==> config.mk <==
export PLATFORM = sky130hd
export DESIGN_NAME = qfill_dvfs_gov
export DESIGN_NICKNAME = d
export VERILOG_FILES = /design/src/rtl/qfill_dvfs_gov.sv
export SDC_FILE = /design/constraint.sdc
export NUM_CORES = 1
export LEC_CHECK = 0
export BUFFER_PORTS_ARGS = -buffer_cell sky130_fd_sc_hd__buf_2
export CAP_MARGIN = 0
export CORE_UTILIZATION = 45
export CTS_CLUSTER_DIAMETER = 200
export DETAILED_ROUTE_END_ITERATION = 8
export GPL_ROUTABILITY_DRIVEN = 0
export HOLD_SLACK_MARGIN = 0.02
export PLACE_DENSITY_LB_ADDON = 0.25
export SLEW_MARGIN = 20
export SYNTH_ARGS = -nofsm -noshare
export SYNTH_HDL_FRONTEND = slang
export SYNTH_SLANG_ARGS = --single-unit
==> constraint.sdc <==
create_clock -name clk -period 5 [get_ports clk]
set_input_delay 0.25 -clock clk [delete_from_list [all_inputs] [get_ports clk]]
set_output_delay 0.25 -clock clk [all_outputs]
set_load 0.005 [all_outputs]
==> src/rtl/qfill_dvfs_gov.sv <==
module qfill_dvfs_gov #(
  parameter int BQ_DEPTH = 64,
  parameter int RQ_DEPTH = 512,
  parameter int NUM_LVL  = 5,
  parameter int INTV_W   = 12,
  localparam int BQ_W  = $clog2(BQ_DEPTH + 1),
  localparam int RQ_W  = $clog2(RQ_DEPTH + 1),
  localparam int LVL_W = (NUM_LVL > 1) ? $clog2(NUM_LVL) : 1
) (
  input  logic              clk,
  input  logic              rst_n,
  input  logic              upd_tick,
  input  logic [INTV_W-1:0] intv_ticks,
  input  logic [BQ_W-1:0]   bq_occ,
  input  logic [RQ_W-1:0]   rq_occ,
  input  logic [BQ_W-1:0]   bq_lo,
  input  logic [BQ_W-1:0]   bq_hi,
  input  logic [RQ_W-1:0]   rq_lo,
  input  logic [RQ_W-1:0]   rq_hi,
  output logic [LVL_W-1:0]  lvl,
  output logic              lvl_chg
);

  localparam logic [LVL_W-1:0] TOP_LVL = LVL_W'(NUM_LVL - 1);

  logic [INTV_W-1:0] tick_cnt;
  logic [INTV_W-1:0] last_cnt;
  logic              eval;
  logic              go_up;
  logic              go_dn;
  logic [LVL_W-1:0]  lvl_q;
  logic [LVL_W-1:0]  lvl_d;

  assign last_cnt = (intv_ticks == '0) ? '0 : intv_ticks - INTV_W'(1);
  assign eval     = upd_tick && (tick_cnt >= last_cnt);

  always_ff @(posedge clk or negedge rst_n) begin
    if (!rst_n)
      tick_cnt <= '0;
    else if (upd_tick)
      tick_cnt <= (tick_cnt >= last_cnt) ? '0 : tick_cnt + INTV_W'(1);
  end

  assign go_up = (bq_occ > bq_hi) || (rq_occ > rq_hi);
  assign go_dn = (bq_occ < bq_lo) || (rq_occ < rq_lo);

  always_comb begin
    lvl_d = lvl_q;
    if (eval) begin
      if (go_up) begin
        if (lvl_q != TOP_LVL) lvl_d = lvl_q + LVL_W'(1);
      end else if (go_dn) begin
        if (lvl_q != '0) lvl_d = lvl_q - LVL_W'(1);
      end
    end
  end

  always_ff @(posedge clk or negedge rst_n) begin
    if (!rst_n) begin
      lvl_q   <= TOP_LVL;
      lvl_chg <= 1'b0;
    end else begin
      lvl_q   <= lvl_d;
      lvl_chg <= (lvl_d != lvl_q);
    end
  end

  assign lvl = lvl_q;


  lvl_range_chk: assert property (@(posedge clk) disable iff (!rst_n)
    lvl_q <= TOP_LVL);


  one_step_chk: assert property (@(posedge clk) disable iff (!rst_n)
    (lvl_q != $past(lvl_q)) |->
      ((LVL_W'(lvl_q - $past(lvl_q)) == LVL_W'(1)) ||
       (LVL_W'($past(lvl_q) - lvl_q) == LVL_W'(1))));


  strobe_match_chk: assert property (@(posedge clk) disable iff (!rst_n)
    lvl_chg == (lvl_q != $past(lvl_q)));


  no_tick_hold_chk: assert property (@(posedge clk) disable iff (!rst_n)
    !upd_tick |=> $stable(lvl_q));


  up_wins_chk: assert property (@(posedge clk) disable iff (!rst_n)
    (eval && go_up) |=> (lvl_q >= $past(lvl_q)));


  down_dir_chk: assert property (@(posedge clk) disable iff (!rst_n)
    (eval && !go_up && go_dn) |=> (lvl_q <= $past(lvl_q)));

endmodule

==> qor.yml, run 1 <==
power_and_ir_drop:
  seqPwrFrac_pct: 36.4
  power.density_mw_per_mm2: 182.3
  p_leak_nw: 1.511
  irDropWorstVdd_mv: 0.1010
  p_sw_share_pct: 36.90
  switching_power_mw: 0.1831
  intPower_mw: 0.3131
  clock_power_share_pct: 22.8
  power.total_mw: 0.4962
  combinationalPowerShare_pct: 40.7
final_layout:
  drive_gt1_share_pct: 22.59
  antenna_cells: 0
  finish.utilization_pct: 57.26
  fillers: 464
  area_growth_pct: 21.77
  design_area_sq_mm: 0.002723
  regArea_sq_um: 401.6
  finish.net_count: 480
  multi_input_area_sq_mm: 0.001665
detailed_routing:
  drt_iter0_markers: 76
  routedWlPerCell_um: 10.98
  drt-total-wl_mm: 4.720
  drtAntennaViolNets: 0
  drc_errors: 0
  vias_per_cell: 5.095
  vias: 2191
  first_pass_iters: 4
logic_synthesis:
  synth_area_sq_mm: 0.002236
  yosys_warnings: 0
  yosysMostFrequentCell: "ha_1"
  ys_seq_elements: 16
  synth_top_area_share_pct: 27.98
  ys_top_cells_by_area: "ha_1, dfrtp_1, inv_1"
  synth_edf_count: 0
  synth_nets: 407
  syn_area_per_cell_sq_um: 7.683
  synth_cell_types: 42
  async_flop_share_pct: 100.0
  synth_commonest_cells: "ha_1, inv_1, nand2_1"
  synth_flop_cell: "dfrtp_1"
  synth_top_cell_by_area: "ha_1"
  ys_seq_area_share_pct: 17.96
  netlist_instances: 291
clock_network:
  clockRootBuffer: "clkbuf_8"
  cts_resized: 0
  numCtsBuffers: 3
  cts_hold_buf: 1
  cts_setup_buffers: 0
  path_clk_slew_ns: 0.06
  ctsHtreeMaxLevel: 1
  cts_max_path_buffers: 2
  clk-insertion-delay-late_ns: 0.25
  cts_tree: "done"
  cts_sinks: 16
worst_setup_path:
  rr_endpoint: "lvl[1]"
  timing.rr.start: "tick_cnt[0]"
  critical_path_class: "primary input to flip-flop"
  critPathCaptureType: "flip-flop"
  crit_arrival_ns: 3.33
  r2r_setup_slack_ns: 2.74
  critical_path.startpoint_type: "primary input"
  cp_max_fo: 12
  cp.required_ns: 5.17
  worstRegToRegCells: 9
  cp-startpoint: "intv_ticks[9]"
sta:
  fin_crit_sh_pct: 63.25
  finalHoldViolCount: 0
  max_freq_mhz: 316.2
  setup_tns_ns: 0
  skew_ns: 0.001640
  worst_slack_ns: 1.837
  fin_crit_ns: 3.163
  setup_viol: 0
  rsz0062_at_grt: "no"
  timing.slew.headroom_pct: 61.39
  final-max-slew-violation-count: 0
  tightest_slew_ns: 0.5764
placed_design:
  place_ws_ns: 1.598
  dp_hpwl_mm: 4.160
  post_dp_cell_area_sq_mm: 0.002658
  io_buffers: 69
global_routing:
  met3_usage_pct: 4.306
  antenna_found_initial: 0
  overflow: 0
  use_met2_pct: 32.92
  grt_pass1_vias: 2064
  grt_max_degree: 17
  busiest_layer: "met2"
  grtUsageTotal_pct: 19.22
  grt_util_met1_pct: 24.28
  grt_pass1_wl_mm: 8.245
die:
  die_h_um: 72.49
  die-area_sq_mm: 0.005255
  die_w_um: 72.49
  start_util_pct: 47.03
  coreArea_sq_mm: 0.004755
  rows: 25
  ios: 70
status:
  status: "completed"
hold_path:
  hold_path_startpoint: "upd_tick"
  hold_path_class: "primary input to flip-flop"
  holdPathEnd: "tick_cnt[1]"
  hold_depth: 3
flow_run:
  cap_violations: 0
[power by group through the flow]
stage               combinational, mW  sequential, mW  clock (mW)
detailed placement              0.204           0.181           0
global placement                0.199           0.182           0
floorplan                       0.137           0.172           0
global route                    0.242           0.186       0.123
finish                          0.202           0.181       0.113
CTS                             0.205           0.180       0.115
[registers in the layout, indices dropped and copies added (netlist names)]
name and cells:
lvl 3, lvl_chg 1, tick_cnt 12
[kinds of logic after synthesis]
logic type,count (synthesis),share of synthesized area (%)
AOI/OAI and AO/OA,61,17.52
xor gates and xnor gates,18,7.051
adders and majority gates,50,27.98
buffers and inverters,45,7.554
DFF,16,17.96
and+or+nand+nor,101,21.94
[stage by stage]
step | hold slack (ns) | instances
after CTS | 0.3315 | 430
after detailed placement | 0.1789 | 425
after floorplan | -0.04559 | 291
final | 0.3339 | 430
after global routing | 0.3686 | 430
after global placement | 0.1806 | 425
[per-layer routing]
layer / wire, um / share of wire, %
met5: 0 / 0
met4: 74 / 1.6
met3: 281 / 6.0
met2: 2179 / 46
met1: 2184 / 46
[worst max path at each step]
| stage | slack [ns] | cells past startpoint | endpoint |
|---|---|---|---|
| finish | 1.84 | 13 | lvl[1] |
| CTS | 1.85 | 13 | lvl[1] |
| global placement | 1.70 | 13 | lvl[1] |
| detailed placement | 1.60 | 13 | lvl[1] |
| floorplan | 2.21 | 13 | lvl[1] |
| global route | 1.47 | 11 | lvl[2] |
[cell type report]
class	instances	share of cell area [%]
timing repair buffer	70	13.05
inverter	43	5.928
sequential	16	14.75
tap	67	3.079
clock buffer	4	2.022
multi-input combinational	230	61.17
[placed cells by master, fill, tap and decap left out, types with 4 or more instances in the layout]
cell,Yosys,routed
inv_1,43,43
clkbuf_8,0,4
nor3_1,10,10
dfrtp_1,15,15
nor2_1,19,19
buf_2,0,69
a21oi_1,12,12
a211oi_1,5,5
and3_1,6,6
nand3_1,8,8
nand4_1,6,6
o21ai_0,23,23
xnor2_1,6,6
ha_1,50,50
xor2_1,12,12
nand2_1,34,34
[worst max-delay path, stage by stage]
cell and delay [ns]:
buf_2 0.11, or3_1 0.38, nor4_1 0.29, nand4_1 0.43
and2_1 0.32, ha_1 0.27, nor3b_1 0.04, o21ai_1 0.18
a21oi_1 0.11, o21bai_2 0.27, nand2_1 0.16, a221o_2 0.40
a31oi_1 0.14
No activity file was read; power rests on OpenSTA's default activity.
==> run 2, diff against run 1 <==
--- a/config.mk
+++ b/config.mk
@@ -5,6 +5,7 @@
 export SDC_FILE = /design/constraint.sdc
 export NUM_CORES = 1
 export LEC_CHECK = 0
+export ABC_AREA = 1
 export BUFFER_PORTS_ARGS = -buffer_cell sky130_fd_sc_hd__buf_2
 export CAP_MARGIN = 0
 export CORE_UTILIZATION = 45
==> constraint.sdc (replaced) <==
create_clock -name clk -period 2.65 [get_ports clk]
set_input_delay 0.1325 -clock clk [delete_from_list [all_inputs] [get_ports clk]]
set_output_delay 0.1325 -clock clk [all_outputs]
set_load 0.005 [all_outputs]
==> run 2 against run 1 <==
  * Non-clock buffer count rose by 13
  * Combinational power rose to 3.6 times the previous value
  * Setup slack got worse by 1.6 ns
==> qor.yml, run 2 <==
power_and_ir_drop:
  p_sw_share_pct: 43.00
  power.density_mw_per_mm2: 447.6
  irDropWorstVdd_mv: 0.3479
  combinationalPowerShare_pct: 53.1
  seqPwrFrac_pct: 31.2
  power.total_mw: 1.381
  p_leak_nw: 1.843
  clock_power_share_pct: 15.7
  switching_power_mw: 0.5937
  intPower_mw: 0.7869
detailed_routing:
  drc_errors: 0
  drt_iter0_markers: 64
  first_pass_iters: 4
  vias: 2545
  drt-total-wl_mm: 5.210
  routedWlPerCell_um: 9.577
  drtAntennaViolNets: 0
  vias_per_cell: 4.678
die:
  die_w_um: 75.81
  rows: 26
  die-area_sq_mm: 0.005746
  die_h_um: 75.81
  start_util_pct: 47.39
  ios: 70
  coreArea_sq_mm: 0.005172
sta:
  skew_ns: 0.001464
  setup_viol: 0
  fin_crit_sh_pct: 91.87
  timing.slew.headroom_pct: 76.13
  final-max-slew-violation-count: 0
  tightest_slew_ns: 0.3580
  finalHoldViolCount: 0
  worst_slack_ns: 0.2154
  fin_crit_ns: 2.435
  max_freq_mhz: 410.7
global_routing:
  grtUsageTotal_pct: 19.15
  grt_max_degree: 17
  antenna_found_initial: 0
  grt_pass1_wl_mm: 8.604
  grt_pass1_vias: 2216
  overflow: 0
worst_setup_path:
  critPathSlowestCell: "or2_2"
  critPathCaptureType: "flip-flop"
  critical_path_class: "primary input to flip-flop"
  crit_family: "simple AND/OR/NAND/NOR gates"
  cpMostUsedCell: "nand2_1"
  worstRegToRegCells: 13
  cpPeakStageDelay_ns: 0.32
  path_depth: 21
  cp_max_fo: 6
  rr_endpoint: "lvl_chg"
  crit_buf_inv: 3
  timing.rr.start: "tick_cnt[9]"
  critPathCapture: "lvl_chg"
  crit_arrival_ns: 2.58
  cp-startpoint: "intv_ticks[0]"
  critical_path.startpoint_type: "primary input"
  path_cells: "buf_2, inv_1, buf_4, ha_1, nand2_1, nor3_1, and2_1, or2_2, ha_1, nand2_1, nor2_2, and2_1, nand2_1, nand4_1, nand2_2, a21oi_1, nand2_1, nand2_1, nand2_1, nand2_1, nand2_1"
  r2r_setup_slack_ns: 0.79
  cp.required_ns: 2.80
logic_synthesis:
  synth_top_area_share_pct: 25.52
  synth_nets: 503
  ys_seq_area_share_pct: 16.39
  syn_area_per_cell_sq_um: 6.334
  ys_top_cells_by_area: "ha_1, nand2_1, dfrtp_1"
  yosys_warnings: 0
  yosysMostFrequentCell: "nand2_1"
  synth_area_sq_mm: 0.002451
  netlist_instances: 387
  synth_edf_count: 0
  synth_commonest_cells: "nand2_1, inv_1, ha_1"
  async_flop_share_pct: 100.0
  ys_seq_elements: 16
  synth_cell_types: 30
  synth_top_cell_by_area: "ha_1"
  synth_flop_cell: "dfrtp_1"
final_layout:
  largest_reg_flops: 12
  drive_gt1_share_pct: 23.63
  area_growth_pct: 25.83
  final_cell_mix: "nand2_1, inv_1, buf_2, ha_1, nor2_1"
  finish.net_count: 591
  finish.utilization_pct: 59.63
  regMostFlops: "tick_cnt"
  fin_cells: 544
  final_common_cell: "nand2_1"
  antenna_cells: 0
placed_design:
  dp_hpwl_mm: 4.521
  place_inst: 537
  io_buffers: 69
  place_ws_ns: -0.1459
clock_network:
  cts_sinks: 16
  cts_max_path_buffers: 2
  ctsHtreeMaxLevel: 1
  path_clk_slew_ns: 0.06
  clk-insertion-delay-late_ns: 0.25
  clockRootBuffer: "clkbuf_8"
  numCtsBuffers: 3
  cts_tree: "done"
status:
  status: "completed"
flow_run:
  cap_violations: 0
hold_path:
  hold_path_class: "primary input to flip-flop"
[run 2: layout make-up]
cell class,count,area [sq um]
fill,510,2088
multi-input combinational,286,1768
timing repair buffer,83,452.9
sequential,16,401.6
inverter,85,319.1
tap,70,87.58
clock buffer,4,55.05
[run 2: worst min-delay path by stage]
stage | from | to | cells past startpoint
after global placement | rst_n | tick_cnt[1] | 1
after floorplan | rst_n | lvl[0] | 0
after CTS | upd_tick | lvl[2] | 4
after detailed placement | rst_n | tick_cnt[2] | 1
after global routing | upd_tick | tick_cnt[2] | 3
final | upd_tick | tick_cnt[2] | 3
[run 2: power by group through the flow]
stage          clock [mW]  combinational (mW)  sequential [mW]
2_1_floorplan           0               0.514            0.408
3_3_place_gp            0               0.702            0.431
3_5_place_dp            0               0.728            0.429
4_1_cts             0.222               0.731            0.428
5_1_grt             0.230               0.867            0.446
6_report            0.217               0.733            0.430
[run 2: per-layer routing]
metal  part of all wire, %  GRT usage [%]  vias up  wire [um]
met2                    50          36.09       46       2579
met1                    47          23.77     1088       2432
li1                      -              -     1404          -
met3                   2.6          1.455        7        137
met4                   1.2          3.704        0         61
met5                     0              0        -          0
[run 2: through the flow]
stage	hold slack, ns	instance area [sq um]	setup TNS (ns)
after floorplan	-0.1631	2451	0
after global placement	0.06462	2967	-0.06838
after detailed placement	0.06500	2967	-0.6178
after CTS	0.2467	3032	0
after global routing	0.2682	3084	-0.03970
final	0.2565	3084	0
[run 2: cells by family (layout without fill, tap and decap cells)]
family / count (synthesis) / in the layout / synth area share (%)
buffers and inverters: 85 / 172 / 13.02
adder cells (fa/ha/maj): 50 / 50 / 25.52
AND/OR/NAND/NOR: 188 / 188 / 33.54
flip-flops: 16 / 16 / 16.39
XOR/XNOR: 6 / 6 / 2.144
AO/OA/AOI/OAI: 42 / 42 / 9.393
[run 2: timing repair]
item | 4_1_cts | 5_1_grt
gates resized for setup | 0 | 9
setup endpoints to repair | 0 | 12
hold buffers | 1 | 0
endpoints found under the hold margin | 15 | 0
buffers inserted | 0 | 2
[run 2: worst register-to-register path, cell delays in order (launching register included)]
cell and delay, ns:
dfrtp_1 0.41, ha_1 0.31, nand2_1 0.06, nor2_2 0.13, and2_1 0.13, nand2_1 0.05
nand4_1 0.11, nand2_2 0.12, a21oi_1 0.13, nand2_1 0.08, nand2_1 0.08, nand2_1 0.05
nand2_1 0.05, nand2_1 0.04
